[config.mk]
export PLATFORM = sky130hd
export DESIGN_NAME = vlen_insn_decoder
export DESIGN_NICKNAME = d
export VERILOG_FILES = /design/src/rtl/vlid_pkg.sv /design/src/rtl/vlid_format_lut.sv /design/src/rtl/vlid_operand_store.sv /design/src/rtl/vlid_seq.sv /design/src/rtl/vlen_insn_decoder.sv
export SDC_FILE = /design/constraint.sdc
export NUM_CORES = 1
export LEC_CHECK = 0
export BUFFER_PORTS_ARGS = -buffer_cell sky130_fd_sc_hd__buf_4
export CAP_MARGIN = 25
export CORE_AREA = 2 2 97 136
export CTS_BUF_LIST = sky130_fd_sc_hd__clkbuf_4 sky130_fd_sc_hd__clkbuf_8
export DETAILED_ROUTE_END_ITERATION = 6
export DIE_AREA = 0 0 99 138
export PLACE_DENSITY = 0.79
export SYNTH_ARGS = -nofsm -noshare
export SYNTH_HDL_FRONTEND = slang
export SYNTH_SLANG_ARGS = --single-unit
[constraint.sdc]
create_clock -name clk -period 3.21 [get_ports clk]
set_clock_uncertainty 0.1 [all_clocks]
set_input_delay 0.321 -clock clk [delete_from_list [all_inputs] [get_ports clk]]
set_output_delay 0.321 -clock clk [all_outputs]
set_load 0.01 [all_outputs]
[src/rtl/vlid_pkg.sv]
package vlid_pkg;

  typedef enum logic [2:0] {
    FMT_N    = 3'd0,
    FMT_RR   = 3'd1,
    FMT_RRR  = 3'd2,
    FMT_RRRR = 3'd3,
    FMT_RI   = 3'd4,
    FMT_RRI  = 3'd5,
    FMT_I    = 3'd6
  } fmt_e;

  typedef enum logic [1:0] {
    CAUSE_NONE   = 2'd0,
    CAUSE_OPCODE = 2'd1,
    CAUSE_REG    = 2'd2
  } cause_e;

  typedef struct packed {
    logic ok;
    fmt_e fmt;
  } op_class_t;

  // Opcode to operand class; ok low for unassigned opcodes.
  function automatic op_class_t classify(input logic [7:0] op);
    op_class_t c;
    c.ok  = 1'b1;
    c.fmt = FMT_N;
    if (op == 8'd0 || op == 8'd45)
      c.fmt = FMT_N;
    else if ((op >= 8'd1 && op <= 8'd11) || op == 8'd46 || op == 8'd47)
      c.fmt = FMT_RRR;
    else if (op == 8'd12 || op == 8'd48)
      c.fmt = FMT_RRRR;
    else if (op == 8'd13 || op == 8'd14 || op == 8'd28)
      c.fmt = FMT_RR;
    else if (op == 8'd29 || op == 8'd38)
      c.fmt = FMT_RI;
    else if ((op >= 8'd18 && op <= 8'd27) || (op >= 8'd30 && op <= 8'd37) ||
             (op >= 8'd39 && op <= 8'd44) || op == 8'd49 || op == 8'd50)
      c.fmt = FMT_RRI;
    else
      c.ok = 1'b0;
    return c;
  endfunction

  // Number of register bytes carried by a class.
  function automatic logic [2:0] fmt_regs(input fmt_e f);
    logic [2:0] n;
    case (f)
      FMT_RR:   n = 3'd2;
      FMT_RRR:  n = 3'd3;
      FMT_RRRR: n = 3'd4;
      FMT_RI:   n = 3'd1;
      FMT_RRI:  n = 3'd2;
      default:  n = 3'd0;
    endcase
    return n;
  endfunction

  // Whether the class ends with an immediate field.
  function automatic logic fmt_has_imm(input fmt_e f);
    return (f == FMT_RI) || (f == FMT_RRI) || (f == FMT_I);
  endfunction

endpackage

[src/rtl/vlid_format_lut.sv]
module vlid_format_lut
  import vlid_pkg::*;
#(
  parameter int unsigned IMM_BYTES = 8,
  parameter int unsigned LEN_W     = 4
) (
  input  logic [7:0]       opcode,
  output logic             ok,
  output fmt_e             fmt,
  output logic [LEN_W-1:0] nregs,
  output logic [LEN_W-1:0] len
);

  op_class_t cls;

  always_comb begin
    cls   = classify(opcode);
    ok    = cls.ok;
    fmt   = cls.fmt;
    nregs = LEN_W'(fmt_regs(cls.fmt));
    len   = nregs + (fmt_has_imm(cls.fmt) ? LEN_W'(IMM_BYTES) : '0);
  end

endmodule

[src/rtl/vlid_operand_store.sv]
module vlid_operand_store #(
  parameter int unsigned REG_SLOTS = 4,
  parameter int unsigned IMM_BYTES = 8,
  parameter int unsigned SLOT_W    = 2,
  parameter int unsigned IDX_W     = 3
) (
  input  logic                   clk,
  input  logic                   rst_n,
  input  logic                   clear,
  input  logic                   reg_we,
  input  logic [SLOT_W-1:0]      reg_idx,
  input  logic                   imm_we,
  input  logic [IDX_W-1:0]       imm_idx,
  input  logic [7:0]             din,
  output logic [REG_SLOTS*8-1:0] regs_flat,
  output logic [IMM_BYTES*8-1:0] imm_flat
);

  for (genvar s = 0; s < REG_SLOTS; s++) begin : g_slot
    logic [7:0] q;
    always_ff @(posedge clk or negedge rst_n) begin
      if (!rst_n)                                  q <= '0;
      else if (clear)                              q <= '0;
      else if (reg_we && reg_idx == SLOT_W'(s))    q <= din;
    end
    assign regs_flat[s*8 +: 8] = q;
  end

  for (genvar b = 0; b < IMM_BYTES; b++) begin : g_imm
    logic [7:0] q;
    always_ff @(posedge clk or negedge rst_n) begin
      if (!rst_n)                                  q <= '0;
      else if (clear)                              q <= '0;
      else if (imm_we && imm_idx == IDX_W'(b))     q <= din;
    end
    assign imm_flat[b*8 +: 8] = q;
  end

endmodule

[src/rtl/vlid_seq.sv]
module vlid_seq
  import vlid_pkg::*;
#(
  parameter int unsigned REG_COUNT = 60,
  parameter int unsigned LEN_W     = 4,
  parameter int unsigned SLOT_W    = 2,
  parameter int unsigned IDX_W     = 3
) (
  input  logic             clk,
  input  logic             rst_n,
  input  logic             restart,
  input  logic             in_valid,
  input  logic [7:0]       in_byte,
  output logic             in_ready,
  input  logic             out_ready,
  output logic             out_valid,
  output logic [7:0]       out_opcode,
  output logic [2:0]       out_fmt,
  output logic             trap_valid,
  output logic [1:0]       trap_cause,
  output logic [7:0]       trap_param,
  input  logic             lut_ok,
  input  fmt_e             lut_fmt,
  input  logic [LEN_W-1:0] lut_nregs,
  input  logic [LEN_W-1:0] lut_len,
  output logic             store_clear,
  output logic             reg_we,
  output logic [SLOT_W-1:0] reg_idx,
  output logic             imm_we,
  output logic [IDX_W-1:0] imm_idx,
  output logic             ev_bad_op,
  output logic             ev_bad_reg,
  output logic             ev_done
);

  localparam logic [7:0] REG_MAX = 8'(REG_COUNT - 1);

  typedef enum logic [1:0] {S_OPC, S_OPR, S_HALT} state_e;

  state_e           state_q;
  logic [LEN_W-1:0] cnt_q, nregs_q, len_q;
  logic             out_valid_q;
  logic             accept, take_opc, take_opr, in_reg_pos;

  assign in_ready   = !out_valid_q;
  assign out_valid  = out_valid_q;
  assign accept     = in_valid && in_ready;
  assign take_opc   = accept && (state_q == S_OPC);
  assign take_opr   = accept && (state_q == S_OPR);
  assign in_reg_pos = cnt_q < nregs_q;

  assign ev_bad_op  = take_opc && !lut_ok;
  assign ev_bad_reg = take_opr && in_reg_pos && (in_byte > REG_MAX);
  assign ev_done    = (take_opc && lut_ok && lut_len == '0) ||
                      (take_opr && !ev_bad_reg && cnt_q == len_q - LEN_W'(1));

  assign store_clear = take_opc && lut_ok;
  assign reg_we      = take_opr && in_reg_pos && !ev_bad_reg;
  assign reg_idx     = SLOT_W'(cnt_q);
  assign imm_we      = take_opr && !in_reg_pos;
  assign imm_idx     = IDX_W'(cnt_q - nregs_q);

  // Sequencing of opcode and operand bytes.
  always_ff @(posedge clk or negedge rst_n) begin
    if (!rst_n) begin
      state_q <= S_OPC;
      cnt_q   <= '0;
      nregs_q <= '0;
      len_q   <= '0;
    end else if (restart) begin
      state_q <= S_OPC;
      cnt_q   <= '0;
    end else if (ev_bad_op || ev_bad_reg) begin
      state_q <= S_HALT;
    end else if (ev_done) begin
      state_q <= S_OPC;
      cnt_q   <= '0;
    end else if (take_opc) begin
      state_q <= S_OPR;
      cnt_q   <= '0;
      nregs_q <= lut_nregs;
      len_q   <= lut_len;
    end else if (take_opr) begin
      cnt_q   <= cnt_q + LEN_W'(1);
    end
  end

  // Record header and handshake.
  always_ff @(posedge clk or negedge rst_n) begin
    if (!rst_n) begin
      out_valid_q <= 1'b0;
      out_opcode  <= '0;
      out_fmt     <= '0;
    end else if (restart) begin
      out_valid_q <= 1'b0;
    end else begin
      if (take_opc && lut_ok) begin
        out_opcode <= in_byte;
        out_fmt    <= lut_fmt;
      end
      if (ev_done)
        out_valid_q <= 1'b1;
      else if (out_ready)
        out_valid_q <= 1'b0;
    end
  end

  // Sticky trap report.
  always_ff @(posedge clk or negedge rst_n) begin
    if (!rst_n) begin
      trap_valid <= 1'b0;
      trap_cause <= CAUSE_NONE;
      trap_param <= '0;
    end else if (restart) begin
      trap_valid <= 1'b0;
      trap_cause <= CAUSE_NONE;
      trap_param <= '0;
    end else if (ev_bad_op) begin
      trap_valid <= 1'b1;
      trap_cause <= CAUSE_OPCODE;
      trap_param <= in_byte;
    end else if (ev_bad_reg) begin
      trap_valid <= 1'b1;
      trap_cause <= CAUSE_REG;
      trap_param <= in_byte;
    end
  end

endmodule

[src/rtl/vlen_insn_decoder.sv]
module vlen_insn_decoder
  import vlid_pkg::*;
#(
  parameter int unsigned REG_SLOTS = 4,
  parameter int unsigned IMM_BYTES = 8,
  parameter int unsigned REG_COUNT = 60
) (
  input  logic                   clk,
  input  logic                   rst_n,
  input  logic                   restart,
  input  logic                   in_valid,
  output logic                   in_ready,
  input  logic [7:0]             in_byte,
  output logic                   out_valid,
  input  logic                   out_ready,
  output logic [7:0]             out_opcode,
  output logic [2:0]             out_fmt,
  output logic [REG_SLOTS*8-1:0] out_regs,
  output logic [IMM_BYTES*8-1:0] out_imm,
  output logic                   trap_valid,
  output logic [1:0]             trap_cause,
  output logic [7:0]             trap_param
);

  localparam int unsigned LEN_W  = $clog2(REG_SLOTS + IMM_BYTES + 1);
  localparam int unsigned SLOT_W = $clog2(REG_SLOTS);
  localparam int unsigned IDX_W  = $clog2(IMM_BYTES);

  logic             lut_ok;
  fmt_e             lut_fmt;
  logic [LEN_W-1:0] lut_nregs, lut_len;
  logic             store_clear, reg_we, imm_we;
  logic [SLOT_W-1:0] reg_idx;
  logic [IDX_W-1:0] imm_idx;
  logic             ev_bad_op, ev_bad_reg, ev_done;

  vlid_format_lut #(
    .IMM_BYTES(IMM_BYTES), .LEN_W(LEN_W)
  ) u_lut (
    .opcode(in_byte), .ok(lut_ok), .fmt(lut_fmt),
    .nregs(lut_nregs), .len(lut_len)
  );

  vlid_seq #(
    .REG_COUNT(REG_COUNT), .LEN_W(LEN_W), .SLOT_W(SLOT_W), .IDX_W(IDX_W)
  ) u_seq (
    .clk(clk), .rst_n(rst_n), .restart(restart),
    .in_valid(in_valid), .in_byte(in_byte), .in_ready(in_ready),
    .out_ready(out_ready), .out_valid(out_valid),
    .out_opcode(out_opcode), .out_fmt(out_fmt),
    .trap_valid(trap_valid), .trap_cause(trap_cause), .trap_param(trap_param),
    .lut_ok(lut_ok), .lut_fmt(lut_fmt), .lut_nregs(lut_nregs), .lut_len(lut_len),
    .store_clear(store_clear), .reg_we(reg_we), .reg_idx(reg_idx),
    .imm_we(imm_we), .imm_idx(imm_idx),
    .ev_bad_op(ev_bad_op), .ev_bad_reg(ev_bad_reg), .ev_done(ev_done)
  );

  vlid_operand_store #(
    .REG_SLOTS(REG_SLOTS), .IMM_BYTES(IMM_BYTES), .SLOT_W(SLOT_W), .IDX_W(IDX_W)
  ) u_store (
    .clk(clk), .rst_n(rst_n), .clear(store_clear),
    .reg_we(reg_we), .reg_idx(reg_idx),
    .imm_we(imm_we), .imm_idx(imm_idx),
    .din(in_byte), .regs_flat(out_regs), .imm_flat(out_imm)
  );

endmodule

==> results.ini, run 1 <==
[synthesis]
ys.flop_type=dfrtp_1
ys_warn_count=0
synth_seq_area_share_pct=53.1
syn_nets=609
synth.avg_cell_area_um2=10.3
synth-edff-count=0
netlist_area_um2=6080
synth.distinct_cells=57
ys_seq_elements=129
netlist_instances=588
async_flop_share_pct=100

[detailed_routing]
drc=0
vias_per_cell=5.52
ant_nets=0
vias=4811
first_pass_iters=5
routedWlPerCell_um=17.9
drt_iter0_drc=290
wirelength_mm=15.6

[clock_tree]
numCtsBuffers=17
cts_tree=done
clock_sinks=129
ctsResizeCount=0
cts_buffer_depth=2
cts_root_buf=clkbuf_8
cts.clk_slew.worst_paths_ns=0.08
cts_setup_buffers=0
cts_hold_buf=1
htreeDepth=4
clk_latency_ns=0.44

[die]
rows=49
core_um2=12600
ios=133
die_x_um=99
initial_utilization_pct=48.4
dieArea_um2=13700
die_h_um=138

[final_layout]
drive_above_1_share_pct=27.8
area_delta_synth_final_pct=23.8
diodes=0
fin_nets=727

[timing]
fin_crit_sh_pct=91.5
maxSlewViolCount=0
max_clock_freq_mhz=341
fin_crit_ns=2.94
whs_ns=0.0786
setup_tns_ns=0
hold_violations=0
setup_viol=0
tightest_slew_ns=0.955
rsz0062_at_grt=false
maxSlewHeadroom_pct=35.9

[worst_setup_path]
path_class=flop to flop
cp.required_ns=3.44
cp-start-kind=flop
crit_fanout=8
cp.arrival_ns=3.17
end_kind=flop
r2r_slack_ns=0.27
r2r_end=u_store.g_imm[7].q[0]
reg2reg_from=u_seq.cnt_q[0]
reg2regPathDepth=10

[pwr]
ir_worst_vdd_v=0.000302
leakagePower_uw=0.00360
cellPowerDensity_nw_per_um2=516

[hold_path]
hold_class=input pin to flop
min_from=out_ready
hold_depth=4
hold_path_end=u_seq.out_valid

[grt]
antenna_found_initial=0
gr-usage-all-layers_pct=23.6
grt-ovfl-total=0
grt_max_degree=61
grt_pass1_wl_mm=25.7
grt_pass1_vias=4920

[outcome]
status=finished, final reports clean

[flow_run]
cap_violations=0

[placed_design]
place_hpwl_mm=10.7
gp_congestion=0.805
port_buffers=132

## synthesized netlist by cell type, types with 3 or more instances
| library cell | n | area [um2] |
|---|---|---|
| or3_1 | 3 | 18.8 |
| mux2_2 | 4 | 45.0 |
| nor2_1 | 62 | 233 |
| buf_2 | 13 | 65.1 |
| ha_1 | 7 | 87.6 |
| a21oi_1 | 47 | 235 |
| buf_6 | 8 | 90.1 |
| nor2b_1 | 3 | 18.8 |
| and3_1 | 4 | 25.0 |
| xnor2_1 | 5 | 43.8 |
| dfrtp_1 | 129 | 3230 |
| nand2b_1 | 24 | 150 |
| buf_1 | 4 | 15.0 |
| nor2_4 | 10 | 113 |
| inv_1 | 11 | 41.3 |
| mux2_4 | 5 | 75.1 |
| o21ai_0 | 11 | 55.1 |
| nand2_1 | 85 | 319 |
| nand4_1 | 3 | 18.8 |
| clkbuf_1 | 15 | 56.3 |
| mux2i_1 | 60 | 601 |
| nand3_1 | 29 | 145 |
| a31oi_1 | 4 | 25.0 |
| nor3_1 | 5 | 25.0 |
## cells in the final DEF, fill, tap and decap left out, drive strengths merged, types with 2 or more instances in the layout
master and instances:
nor2 73, buf 139, nor4b 2, mux2i 60
and4b 2, o21ai 13, or3 4, nand4 3
bufinv 2, a21oi 49, xnor2 5, ha 7
nor4bb 2, nand2b 24, nand2 85, a31oi 4
nand3 29, inv 15, nor2b 3, clkbuf 17
and3 4, clkinv 5, mux2 9, clkinvlp 4
nor3 6, and2 2, dfrtp 129
## routing by layer
layer  track usage (%)  vias to the layer above  wire (um)
met2              38.5                      161       8030
met4              9.16                        0        378
met3              7.08                       31       1000
li1                  -                     2226          -
met5                 0                        -          0
met1              29.3                     2393       6220
## layout make-up
class,count,area (um2)
Inverter,11,41.3
Tap cell,153,191
Timing Repair Buffer,140,1090
Fill cell,1033,5040
Sequential cell,129,3230
Multi-Input combinational cell,407,2580
Clock buffer,17,234
Clock inverter,15,158
## registers in the layout, summed over array words and instances, names as in the netlist
name,flops
u_seq.cnt_q,4
u_seq.len_q,4
u_seq.out_fmt,3
u_seq.out_opcode,8
u_seq.out_valid,1
u_seq.state_q,2
u_seq.trap_cause,2
u_seq.trap_param,8
u_seq.trap_valid,1
u_store.g_imm.q,64
u_store.g_slot.q,32
## worst max path at each step
stage                              start                     to  slack (ns)  cells after the start
after floorplan           u_seq.cnt_q[0]  u_store.g_imm[0].q[0]        0.67                     10
after global placement    u_seq.cnt_q[0]  u_store.g_imm[7].q[1]        0.42                     10
after detailed placement  u_seq.cnt_q[0]  u_store.g_imm[7].q[0]        0.25                     10
after CTS                 u_seq.cnt_q[0]  u_store.g_imm[7].q[0]        0.24                     10
after global routing      u_seq.cnt_q[0]  u_store.g_imm[6].q[6]        0.04                     10
final                     u_seq.cnt_q[0]  u_store.g_imm[7].q[0]        0.27                     10
## cells by family after synthesis
group	after synthesis	share of synthesized area [%]
adders and majority gates	8	1.77
xor gates and xnor gates	6	0.865
DFF	129	53.1
buffers and inverters	52	4.53
AOI/OAI and AO/OA	81	8.09
and+or+nand+nor	243	19.8
muxes	69	11.9
## worst max-delay path: stages, from the launching register on
cell	delay [ns]
dfrtp_1	0.41
inv_1	0.13
ha_1	0.21
inv_1	0.07
fa_1	0.22
a211o_1	0.24
nor2b_1	0.19
nand2_1	0.14
nor2_1	0.69
mux2i_1	0.38
nor2_4	0.05
## through the flow
stage	cell area (um2)	util [%]	setup slack, ns	power, uW	instances
4_1_cts	7520	59.9	0.242	3920	872
3_3_place_gp	7120	56.7	0.425	2510	839
2_1_floorplan	6080	-	0.666	2250	588
5_1_grt	7520	59.9	0.0428	4060	872
3_5_place_dp	7120	56.7	0.252	2540	839
6_report	7520	59.9	0.273	3890	872
## power by group
group | total [uW] | internal [uW] | switching [uW]
sequential | 1810 | 1740 | 75.3
clock | 1380 | 696 | 681
combinational | 696 | 320 | 376
Note: power is estimated with default switching activity, not from simulation.
==> run 2: changes to the inputs <==
Settings changed: ABC_AREA set to 1, CORE_AREA 2 2 97 136 to 2 2 96 135, DIE_AREA 0 0 99 138 to 0 0 98 137.
==> run 2 against run 1 <==
Against the previous run:
- non-clock buffer count increased by 6
- largest cell class unchanged
- die area fell by 1.7%
- setup slack better by 0.36 ns
- hold slack got worse by 0.0071 ns
- clock-buffer cell count rose by 5
- sequential share of layout area fell by 0.15 points
- synthesized area decreased by 1.5%
- register-to-register slack improved by 0.36 ns
- total power rose by 3.7%
==> results.ini, run 2 <==
[outcome]
status=finished, final reports clean

[grt]
grt_pass1_wl_mm=24.9  ; -3.1%
grt-ovfl-total=0  ; unchanged
antenna_found_initial=0  ; unchanged
grt_max_degree=78  ; +28%
grt_pass1_vias=5034  ; +2.3%
gr-usage-all-layers_pct=23.6  ; +0.065 points

[pwr]
swShare_pct=27.0  ; -2.2 points
internal-power_uw=2940  ; +6.9%
cellPowerDensity_nw_per_um2=534  ; +3.3%
p_switching_uw=1090  ; -4.2%
pwr-share-clk_pct=38.3  ; +2.9 points
leakagePower_uw=0.00425  ; +18%
ir_worst_vdd_v=0.000353  ; +17%
combPwrFrac_pct=16.2  ; -1.7 points
seqPwrFrac_pct=45.5  ; -1.2 points

[die]
rows=48  ; -2.0%
initial_utilization_pct=49.1  ; +0.77 points
dieArea_um2=13400  ; -1.7%
die_h_um=137  ; -0.72%
die_x_um=98  ; -1.0%
core_um2=12200  ; -3.0%
ios=133  ; unchanged

[clock_tree]
cts_setup_buffers=0  ; unchanged
clock_sinks=129  ; unchanged
clk_latency_ns=0.43  ; about the same
cts_tree=done
numCtsBuffers=17  ; unchanged
cts_root_buf=clkbuf_8
htreeDepth=4  ; unchanged
cts.clk_slew.worst_paths_ns=0.07  ; about the same
cts_buffer_depth=2  ; unchanged

[flow_run]
cap_violations=0  ; unchanged

[synthesis]
synth.distinct_cells=28  ; -51%
synth.avg_cell_area_um2=8.39  ; -19%
synth.most_common_cell=nand3_1
ys_warn_count=0  ; unchanged
ys.flop_type=dfrtp_1
synth_top_area_share_pct=53.9  ; +0.79 points
async_flop_share_pct=100  ; unchanged
ys_seq_elements=129  ; unchanged
syn_nets=735  ; +21%
synth-edff-count=0  ; unchanged
synth_seq_area_share_pct=53.9  ; +0.79 points
yosysTopAreaCell=dfrtp_1
netlist_area_um2=5990  ; -1.5%
synth_common_cells=nand3_1 (175), nand2_1 (166), dfrtp_1 (129)
netlist_instances=714  ; +21%
synthTopCellsByArea=dfrtp_1 (54%), nand3_1 (15%), nand2_1 (10%), inv_1 (3.7%), nor2_1 (3.6%)

[worst_setup_path]
reg2reg_from=u_seq.cnt_q[0]
end_kind=flop
crit_fanout=10  ; +2
r2r_slack_ns=0.63  ; +0.36 ns
r2r_end=u_store.g_imm[3].q[6]
path_class=flop to flop
cp.required_ns=3.41  ; -0.03 ns
reg2regPathDepth=12  ; +2
cp-start-kind=flop
cp.arrival_ns=2.78  ; -0.39 ns

[detailed_routing]
vias=5363  ; +11%
wirelength_mm=15.3  ; -2.5%
wl_met3_um=896  ; -11%
top_layer_used=met4
dr_wl_met2_mm=7.93  ; -1.3%
m1WireLength_mm=6.16  ; -1.0%
ant_nets=0  ; unchanged
routedWlPerCell_um=15.1  ; -16%
drt_iter0_drc=305  ; +5.2%
vias_per_cell=5.32  ; -3.6%
drc=0  ; unchanged
first_pass_iters=6  ; +1

[timing]
rsz0062_at_grt=false
setup_tns_ns=0  ; unchanged
maxSlewViolCount=0  ; unchanged
hold_violations=0  ; unchanged
fin_crit_sh_pct=80.3  ; -11 points
maxSlewHeadroom_pct=51.2  ; +15 points
max_clock_freq_mhz=388  ; +14%
worst_slack_ns=0.631  ; +0.358 ns
tightest_slew_ns=0.732  ; -0.223 ns
fin_crit_ns=2.58  ; -0.358 ns
setup_viol=0  ; unchanged

[placed_design]
place_hpwl_mm=10.7  ; about the same
dpl-instance-area_um2=7090  ; -0.53%
gp_congestion=0.884  ; +9.8%
port_buffers=132  ; unchanged
dp_cells=975  ; +16%
place_ws_ns=0.573  ; +0.322 ns

[hold_path]
hold_path_end=u_seq.out_valid
hold_class=input pin to flop
hold_depth=4  ; unchanged
min_from=out_ready

[final_layout]
layout_common_cells=nand3_1 (175), nand2_1 (165), buf_4 (141)
diodes=0  ; unchanged
final_area_um2=7550  ; +0.35%
largest_register_ffs=64  ; unchanged
top_regs=u_store.g_imm.q (64), u_store.g_slot.q (32)
fin_nets=867  ; +19%
top_register=u_store.g_imm.q
utilization_pct=61.9  ; +2.1 points
layout_commonest_cell=nand3_1
drive_above_1_share_pct=22.6  ; -5.2 points
area_delta_synth_final_pct=26.1
instances_no_fill=1008  ; +16%

[run 2: cell types whose count changed after synthesis, sizes merged, moves of 12 or more]
cell / delta
mux2i: -60
o21ai: +26
nand3: +146
nand2: +84
inv: +56
nor2: -12
a21oi: -41
nand2b: -24
[run 2: metrics by stage]
| stage | power, uW | hold slack (ns) |
|---|---|---|
| 3_3_place_gp | 2500 | 0.321 |
| 5_1_grt | 4210 | 0.102 |
| 4_1_cts | 4050 | 0.0476 |
| 3_5_place_dp | 2520 | 0.325 |
| 2_1_floorplan | 2210 | -0.0746 |
| 6_report | 4030 | 0.0715 |
[run 2: layout make-up]
class / count / area, um2
Fill cell: 1084 / 4640
Sequential cell: 129 / 3230
Multi-Input combinational cell: 481 / 2280
Timing Repair Buffer: 146 / 1140
Clock buffer: 22 / 290
Inverter: 71 / 267
Tap cell: 150 / 188
Clock inverter: 9 / 155
[run 2: repair_timing]
action / CTS / global route
gates resized for setup: 0 / 0
hold buffers: 2 / 0
endpoints found under the hold margin: 55 / 0
[run 2: how the worst max path moves through the flow]
stage,to,start
2_1_floorplan,u_store.g_imm[3].q[7],u_seq.cnt_q[0]
4_1_cts,u_store.g_imm[3].q[6],u_seq.cnt_q[0]
5_1_grt,u_store.g_imm[3].q[7],u_seq.cnt_q[0]
3_3_place_gp,u_store.g_imm[3].q[6],in_byte[6]
6_report,u_store.g_imm[3].q[6],u_seq.cnt_q[0]
3_5_place_dp,u_store.g_imm[2].q[6],in_byte[6]
[run 2: critical path, cell delays in order (launching register included)]
cell      delay, ns
dfrtp_1        0.44
inv_1          0.13
ha_1           0.15
inv_1          0.04
fa_1           0.54
inv_1          0.05
nor2_1         0.13
nand2_1        0.07
nor2_1         0.13
buf_4          0.17
clkinv_1       0.25
nand3_1        0.17
o21ai_0        0.09
[run 2: kinds of logic (layout without fill, tap and decap cells)]
| group | Yosys count | in the layout | synth area share (%) |
|---|---|---|---|
| buffers and inverters | 104 | 248 | 8.08 |
| flip-flops | 129 | 129 | 53.9 |
| adder cells (fa/ha/maj) | 8 | 8 | 1.80 |
| XOR/XNOR | 6 | 6 | 0.877 |
| AO/OA/AOI/OAI | 49 | 49 | 4.47 |
| AND/OR/NAND/NOR | 418 | 418 | 30.9 |
[run 2: layer usage]
metal / track usage [%] / vias to the layer above
met5: 0 / -
met4: 8.95 / 0
met3: 5.67 / 32
met2: 40.5 / 182
met1: 29.0 / 2555
li1: - / 2594
[run 2: power by group through the flow]
stage          Clock, uW  Combinational, uW  Sequential [uW]
2_1_floorplan          0                313             1900
3_3_place_gp           0                641             1860
3_5_place_dp           0                652             1860
4_1_cts             1560                660             1830
5_1_grt             1630                731             1850
6_report            1540                654             1830
